[config.mk]
export PLATFORM = sky130hd
export DESIGN_NAME = pgstat_unit
export DESIGN_NICKNAME = d
export VERILOG_FILES = /design/src/rtl/pgstat_pkg.sv /design/src/rtl/pgstat_space_dec.sv /design/src/rtl/pgstat_fwd.sv /design/src/rtl/pgstat_wb_mux.sv /design/src/rtl/pgstat_unit.sv
export SDC_FILE = /design/constraint.sdc
export NUM_CORES = 1
export LEC_CHECK = 0
export BUFFER_PORTS_ARGS = -buffer_cell sky130_fd_sc_hd__buf_2
export CORE_ASPECT_RATIO = 0.75
export CORE_MARGIN = 4
export CORE_UTILIZATION = 38
export CTS_CLUSTER_SIZE = 8
export DETAILED_ROUTE_END_ITERATION = 7
export PLACE_DENSITY = 0.69
export REMOVE_ABC_BUFFERS = 1
export SLEW_MARGIN = 20
export SYNTH_ARGS = -nofsm -noshare
export SYNTH_HDL_FRONTEND = slang
export SYNTH_HIERARCHICAL = 1
export SYNTH_SLANG_ARGS = --single-unit
[constraint.sdc]
create_clock -name clk -period 3.2 [get_ports clk]
set_input_delay 0.48 -clock clk [delete_from_list [all_inputs] [get_ports clk]]
set_output_delay 0.48 -clock clk [all_outputs]
set_load 0.02 [all_outputs]
[src/rtl/pgstat_pkg.sv]
package pgstat_pkg;
    localparam int ENTRY_W   = 16;
    localparam int USED_BIT  = 15;
    localparam int DIRTY_BIT = 14;
    localparam int MODE_LO   = 12;
    localparam int MODE_W    = 2;
    localparam int NSPACE    = 1 << MODE_W;

    typedef enum logic [MODE_W-1:0] {
        SP_LOCAL_MEM = 2'b00,
        SP_LOCAL_IO  = 2'b01,
        SP_BUS_MEM   = 2'b10,
        SP_BUS_IO    = 2'b11
    } space_e;

    localparam logic [ENTRY_W-1:0] USED_MASK  = ENTRY_W'(1) << USED_BIT;
    localparam logic [ENTRY_W-1:0] DIRTY_MASK = ENTRY_W'(1) << DIRTY_BIT;
endpackage

[src/rtl/pgstat_space_dec.sv]
module pgstat_space_dec
    import pgstat_pkg::*;
(
    input  logic [MODE_W-1:0] mode,
    output logic [NSPACE-1:0] onehot,
    output logic              fault
);
    for (genvar k = 0; k < NSPACE; k++) begin : g_sel
        assign onehot[k] = (mode == MODE_W'(k));
    end

    // Local I/O is not present: treat it as a missing page.
    assign fault = (space_e'(mode) == SP_LOCAL_IO);
endmodule

[src/rtl/pgstat_fwd.sv]
module pgstat_fwd
    import pgstat_pkg::*;
#(
    parameter int IDX_W = 10
) (
    input  logic [IDX_W-1:0]   acc_idx,
    input  logic [ENTRY_W-1:0] acc_entry,
    input  logic               sw_valid,
    input  logic [IDX_W-1:0]   sw_idx,
    input  logic [ENTRY_W-1:0] sw_data,
    input  logic               pend_live,
    input  logic [IDX_W-1:0]   pend_idx,
    input  logic [ENTRY_W-1:0] pend_data,
    output logic [ENTRY_W-1:0] base
);
    always_comb begin
        if (sw_valid && sw_idx == acc_idx) begin
            base = sw_data;
        end else if (pend_live && pend_idx == acc_idx) begin
            base = pend_data;
        end else begin
            base = acc_entry;
        end
    end
endmodule

[src/rtl/pgstat_wb_mux.sv]
module pgstat_wb_mux
    import pgstat_pkg::*;
#(
    parameter int IDX_W = 10
) (
    input  logic               sw_valid,
    input  logic [IDX_W-1:0]   sw_idx,
    input  logic [ENTRY_W-1:0] sw_data,
    input  logic               pend_v,
    input  logic [IDX_W-1:0]   pend_idx,
    input  logic [ENTRY_W-1:0] pend_data,
    output logic               pend_live,
    output logic               wb_en,
    output logic [IDX_W-1:0]   wb_idx,
    output logic [ENTRY_W-1:0] wb_data
);
    assign pend_live = pend_v && !sw_valid;
    assign wb_en     = sw_valid || pend_v;
    assign wb_idx    = sw_valid ? sw_idx  : pend_idx;
    assign wb_data   = sw_valid ? sw_data : pend_data;
endmodule

[src/rtl/pgstat_unit.sv]
module pgstat_unit
    import pgstat_pkg::*;
#(
    parameter int IDX_W = 10
) (
    input  logic               clk,
    input  logic               rst_n,
    input  logic               acc_valid,
    input  logic               acc_write,
    input  logic [IDX_W-1:0]   acc_idx,
    input  logic [15:0]        acc_entry,
    input  logic               sw_valid,
    input  logic [IDX_W-1:0]   sw_idx,
    input  logic [15:0]        sw_data,
    output logic [3:0]         space_sel,
    output logic               bus_err,
    output logic               wb_en,
    output logic [IDX_W-1:0]   wb_idx,
    output logic [15:0]        wb_data
);
    typedef struct packed {
        logic [NSPACE-1:0]  sel;
        logic               berr;
        logic               pend_v;
        logic [IDX_W-1:0]   pend_idx;
        logic [ENTRY_W-1:0] pend_data;
    } state_t;

    state_t st_d, st_q;

    logic               pend_live;
    logic [ENTRY_W-1:0] base;
    logic [NSPACE-1:0]  onehot;
    logic               fault;
    logic [ENTRY_W-1:0] flags;
    logic [ENTRY_W-1:0] merged;

    pgstat_wb_mux #(.IDX_W(IDX_W)) u_wb (
        .sw_valid (sw_valid),
        .sw_idx   (sw_idx),
        .sw_data  (sw_data),
        .pend_v   (st_q.pend_v),
        .pend_idx (st_q.pend_idx),
        .pend_data(st_q.pend_data),
        .pend_live(pend_live),
        .wb_en    (wb_en),
        .wb_idx   (wb_idx),
        .wb_data  (wb_data)
    );

    pgstat_fwd #(.IDX_W(IDX_W)) u_fwd (
        .acc_idx  (acc_idx),
        .acc_entry(acc_entry),
        .sw_valid (sw_valid),
        .sw_idx   (sw_idx),
        .sw_data  (sw_data),
        .pend_live(pend_live),
        .pend_idx (st_q.pend_idx),
        .pend_data(st_q.pend_data),
        .base     (base)
    );

    pgstat_space_dec u_dec (
        .mode  (base[MODE_LO +: MODE_W]),
        .onehot(onehot),
        .fault (fault)
    );

    always_comb begin
        flags  = USED_MASK | (acc_write ? DIRTY_MASK : '0);
        merged = base | flags;

        st_d           = st_q;
        st_d.sel       = (acc_valid && !fault) ? onehot : '0;
        st_d.berr      = acc_valid && fault;
        st_d.pend_v    = acc_valid && !fault && (merged != base);
        st_d.pend_idx  = acc_idx;
        st_d.pend_data = merged;
    end

    always_ff @(posedge clk) begin
        if (!rst_n) begin
            st_q <= '0;
        end else begin
            st_q <= st_d;
        end
    end

    assign space_sel = st_q.sel;
    assign bus_err   = st_q.berr;
endmodule

Word-level counts from Yosys, hierarchy flattened
Cells that the tools add are included.
{"block": "totals", "input_bits": 57, "elab_cells": 28, "output_inout_bits": 32, "regBits": 32}
{"block": "classes", "n_mux": 5, "n_reduce_logical": 11, "n_bitwise": 1, "n_eq_ne": 6}
{"cell": "$mux 16", "n": 3}
{"cell": "$eq 10x10->1", "n": 2}
{"cell": "$ne 16x16->1", "n": 1}
{"cell": "$or 16x16->16", "n": 1}
{"cell": "$mux 15", "n": 1}
{"cell": "$mux 10", "n": 1}
{"cell": "$logic_and 1x1->1", "n": 6}
{"cell": "$eq 2x2->1 const B", "n": 2}
{"cell": "$eq 2x1->1 const B", "n": 1}
{"cell": "$logic_not 1->1", "n": 2}
{"cell": "$logic_not 2->1", "n": 1}
{"cell": "$reduce_and 2->1", "n": 1}
{"cell": "$logic_or 1x1->1", "n": 1}

Longest topological paths before layout
{"block": "logic_depth", "word_depth": 9, "ltp_mapped": 11, "ltp_nobuf": 8}

Modules after synthesis
Netlist, hierarchy kept.
{"mod": "pgstat_unit", "area_per_inst_um2": 897.1, "instances": 1, "cells_per_inst": 71, "seq_area_each_um2": 640.6}
{"mod": "pgstat_fwd", "area_per_inst_um2": 568.0, "instances": 1, "cells_per_inst": 81, "seq_area_each_um2": 0.0}
{"mod": "pgstat_wb_mux", "area_per_inst_um2": 424.2, "instances": 1, "cells_per_inst": 31, "seq_area_each_um2": 0.0}
{"mod": "pgstat_space_dec", "area_per_inst_um2": 33.8, "instances": 1, "cells_per_inst": 5, "seq_area_each_um2": 0.0}

Worst setup path after synthesis
Ideal clock, no wire load.
{"block": "synth_timing", "path_kind": "in2reg", "startpoint": "input sw_valid", "endpoint": "register st_q[26] (netlist name)", "setup_time_ps": 120, "slack_ps": 650, "stages": 11, "t_required_ps": 3080, "path_buffers": 3, "arrival_ps": 2430, "cell_sequence": "buf_6 > buf_12 > nor2b_1 > nand4_1 > nor3_4 > buf_12 > mux2i_1 > a21oi_1 > nor2b_1 > and3b_2 > a21boi_2"}
{"block": "synth_between", "elab_chain_cells": 9, "word_cells_on_any_way": 12, "cone_classes": "eq/ne (2); mux (2); bitwise (1); reduce/logical (7)"}
{"element": "start: declaration", "line": "pgstat_unit.sv:12", "source": "input logic sw_valid,"}
{"element": "$logic_not 1->1", "line": "pgstat_wb_mux.sv:17", "source": "assign pend_live = pend_v && !sw_valid;"}
{"element": "$logic_and 1x1->1", "line": "pgstat_wb_mux.sv:17"}
{"element": "net pend_live", "line": "pgstat_unit.sv:31", "source": "logic pend_live;"}
{"element": "$logic_and 1x1->1", "line": "pgstat_fwd.sv:19", "source": "end else if (pend_live && pend_idx == acc_idx) begin"}
{"element": "$mux 16", "line": "pgstat_fwd.sv:19"}
{"element": "$mux 16", "line": "pgstat_fwd.sv:17", "source": "if (sw_valid && sw_idx == acc_idx) begin"}
{"element": "net base[12]", "line": "pgstat_unit.sv:32", "source": "logic [ENTRY_W-1:0] base;"}
{"element": "$eq 2x1->1", "line": "pgstat_space_dec.sv:13", "source": "assign fault = (space_e'(mode) == SP_LOCAL_IO);"}
{"element": "net fault", "line": "pgstat_unit.sv:34", "source": "logic fault;"}
{"element": "$logic_not 1->1", "line": "pgstat_unit.sv:76", "source": "st_d.pend_v = acc_valid && !fault && (merged != base);"}
{"element": "$logic_and 1x1->1 (2 in series)", "line": "pgstat_unit.sv:76"}
{"element": "end signal: assignment", "line": "pgstat_unit.sv:85", "source": "st_q <= st_d;"}
{"element": "end: declaration", "line": "pgstat_unit.sv:29", "source": "state_t st_d, st_q;"}
The timed path passes the listed nets, and every way through them passes these cells.
A chain may end at the register's enable or synchronous reset.

Worst setup path after layout
{"block": "layout_timing", "startpoint": "input acc_idx[8]", "endpoint": "register st_q (netlist bit space_sel[0])"}
{"block": "layout_between", "elab_chain_cells": 8, "word_cells_on_any_way": 11, "cone_classes": "eq/ne (3); mux (2); reduce/logical (6)"}
{"element": "start: declaration", "line": "pgstat_unit.sv:10", "source": "input logic [IDX_W-1:0] acc_idx,"}
{"element": "$eq 10x10->1", "line": "pgstat_fwd.sv:19"}
{"element": "$logic_and 1x1->1", "line": "pgstat_fwd.sv:19"}
{"element": "$mux 16", "line": "pgstat_fwd.sv:19"}
{"element": "$mux 16 (*)", "line": "pgstat_fwd.sv:17"}
{"element": "net base[12]", "line": "pgstat_unit.sv:32"}
{"element": "$eq 2x1->1 (*)", "line": "pgstat_space_dec.sv:13"}
{"element": "net fault", "line": "pgstat_unit.sv:34"}
{"element": "$logic_not 1->1 (*)", "line": "pgstat_unit.sv:74", "source": "st_d.sel = (acc_valid && !fault) ? onehot : '0;"}
{"element": "$logic_and 1x1->1 (*)", "line": "pgstat_unit.sv:74"}
{"element": "$reduce_and 2->1 (no line) (*)"}
Mark *: on every way through the listed nets, which the timed path passes. The rest lies on a longest branch.

==> parameters.txt <==
Parameter                              Value

Run status
  Outcome ... finished clean

Timing
  Endpoints failing setup ... 0
  Hold WS ... 438 ps
  Final worst path period need ... 2200 ps
  Setup TNS Final ... 0 ps
  Max Fclk ... 454 MHz
  Transition at the pin with the smallest max-transition slack ... 383 ps
  Worst slew margin relative to its limit ... 0.745
  Fin Clk Skew ... 10.0 ps
  Final setup slack of the worst path ... 997 ps
  Fin crit share ... 0.688
  Hold Fails Final Rpt ... 0
  Max-slew violation count ... 0
  RSZ-0062 raised after global routing ... false

Clock network
  Clk_lat worst skew ... 280 ps
  Total of hold buffers inserted after clock tree synthesis ... 0
  CTS H-Tree Depth ... 2
  Clock input transition at the sequential cells of the worst setup and hold paths ... 60 ps
  Root Buffer ... clkbuf_8
  Post-CTS Repair Setup Buffers ... 0
  Maximum clock path buffer count ... 2
  Cts bufs inserted ... 5
  Clock tree from TritonCTS ... done
  Cells resized by post-CTS repair ... 0
  Number of clock sinks ... 32

Drt
  Via total after detailed routing ... 1514
  Total Routed Length ... 4150 µm
  Detailed Routing Iterations Pass 1 ... 4
  Detail-routed via count per cell ... 4.57
  Final routed wire length divided by cell count ... 12.5 µm
  Iteration-0 DRC count of the detailed router ... 30
  Remaining design rule violation count ... 0
  Post-route ant nets ... 0

Global route
  First-pass GRT wire length ... 6780 µm
  Antenna violations before repair ... 0
  Maximum number of pins on one net before global-route repair ... 29
  Number of global-route vias before repair ... 1504
  Overflow left after global routing ... 0
  All-Layer GR Usage ... 0.132

Synth
  Mean cell area of the mapped netlist ... 10.2 µm²
  Most instantiated flip-flop cell in the synthesis netlist ... dfxtp_1
  Total of warnings raised by yosys ... 6
  Synth async-reset ratio ... 0
  Count of flip-flops with a built-in enable after synthesis ... 0
  Number of synthesized register bits ... 32
  Share of the yosys chip area belonging to registers ... 0.333
  Combined area of all synthesized cells ... 1920 µm²
  Post-synthesis cell type count ... 26
  Mapped Cells ... 188

Floorplan
  Chip Width ... 90.1 µm
  Initial cell density of the core ... 0.392
  Count of boundary I/O pins ... 89
  Row count ... 22
  Height of the die ... 69.6 µm
  Die Area ... 6270 µm²
  Total core area ... 4900 µm²

Placed design
  Post-DP HPWL ... 3270 µm
  Count of input and output buffers ... 88
  Worst slack at placement ... 704 ps
  Area after DPL ... 2330 µm²
  Final weighted congestion in routability-driven placement ... 0.793

Critical path
  Critical Path Fanout Max ... 9
  Critical Path Sink Type ... flop
  Worst setup path category ... primary input to flop
  CP startpoint kind ... primary input
  Endpoint required time on the critical path ... 3370 ps
  Critical path arrival ... 2370 ps
  Slowest library cell on the worst path ... or3_1
  Series of cell instances along the critical path ... buf_2, xnor2_1, nand4_1, or3_1, a21oi_1, nor2b_1, and3b_2, and2_1
  Worst path max stage delay ... 520 ps

Flow run
  Count of maximum capacitance violations ... 0

Cells and area
  Fraction of final layout cells with drive strength greater than 1 ... 0.480
  Area Growth Syn to Fin ... 26.0%
  Post-Layout Inst Area ... 2420 µm²
  Filler instances ... 472
  Number of nets at the end of the flow ... 328
  Most common cell after layout, fill and taps aside ... buf_2
  Inserted Diodes ... 0
  Commonest cells after routing, fill and taps aside ... buf_2, dfxtp_1, and2_1

Power
  Lkg Pwr ... 0.00113 µW
  P per Cell Area ... 404 nW/µm²
  Worst ir drop on vdd ... 204 µV

Worst hold path
  Hold/Removal Path Class ... primary input to flop
[where the power goes]
part           total, µW  internal (µW)  switching [µW]
sequential           429            419            10.6
combinational        222            115             108
clock                329            191             138
total                980            725             256
[layer usage]
layer  GRT usage  wire [µm]  vias to the layer above
met3      0.0510        296                        2
met5           0          0                        -
met1       0.170       2030                      672
met2       0.207       1820                       48
li1            -          -                      792
met4      0.0306          8                        0
[final cells by class]
class / instances / area [µm²] / area share
clock buffer: 7 / 96.3 / 0.0398
sequential: 32 / 641 / 0.264
multi-input combinational: 141 / 1150 / 0.474
tap: 60 / 75.1 / 0.0310
timing repair buffer: 91 / 463 / 0.191
[final timing paths]
kind	start	to	slack, ps	cells past startpoint
max	acc_idx[8]	space_sel[0]	1000	8
min	acc_write	st_q[14]	440	2
max reg2reg	st_q[17]	space_sel[0]	1030	8
min reg2reg	st_q[15]	st_q[26]	650	3
[registers in the layout (all words and copies together), names as in the netlist]
name and cells:
st_q 27, space_sel 4, bus_err 1
[critical path, delay by kind of cell]
| kind | cells | cell delay [ps] |
|---|---|---|
| compound gates | 1 | 310 |
| xor+xnor | 1 | 200 |
| simple gates | 5 | 1250 |
| buf+inv | 1 | 120 |
[per-stage QoR]
stage,instances,power (µW),util
final,331,980,0.495
after global placement,324,661,0.475
after detailed placement,324,662,0.475
after global routing,331,1040,0.495
after CTS,331,996,0.495
after floorplan,173,567,-
[logic make-up after synthesis]
group,count (synthesis),synth area share
buffers and inverters,15,0.0696
AND/OR/NAND/NOR,61,0.184
AO/OA/AOI/OAI,18,0.0514
XOR/XNOR,20,0.0911
flip-flops,32,0.333
multiplexers,42,0.271
[synthesized netlist by cell type (3+ instances only)]
master	number	area share
a21oi_1	16	0.042
nor2_1	17	0.033
xnor2_1	20	0.091
and2_1	28	0.091
mux2i_1	16	0.083
buf_4	5	0.020
clkbuf_1	4	0.0078
dfxtp_1	32	0.33
buf_12	3	0.031
mux2_2	8	0.047
mux2_4	18	0.14
nand4_1	4	0.013
(Power assumes the default switching activity.)
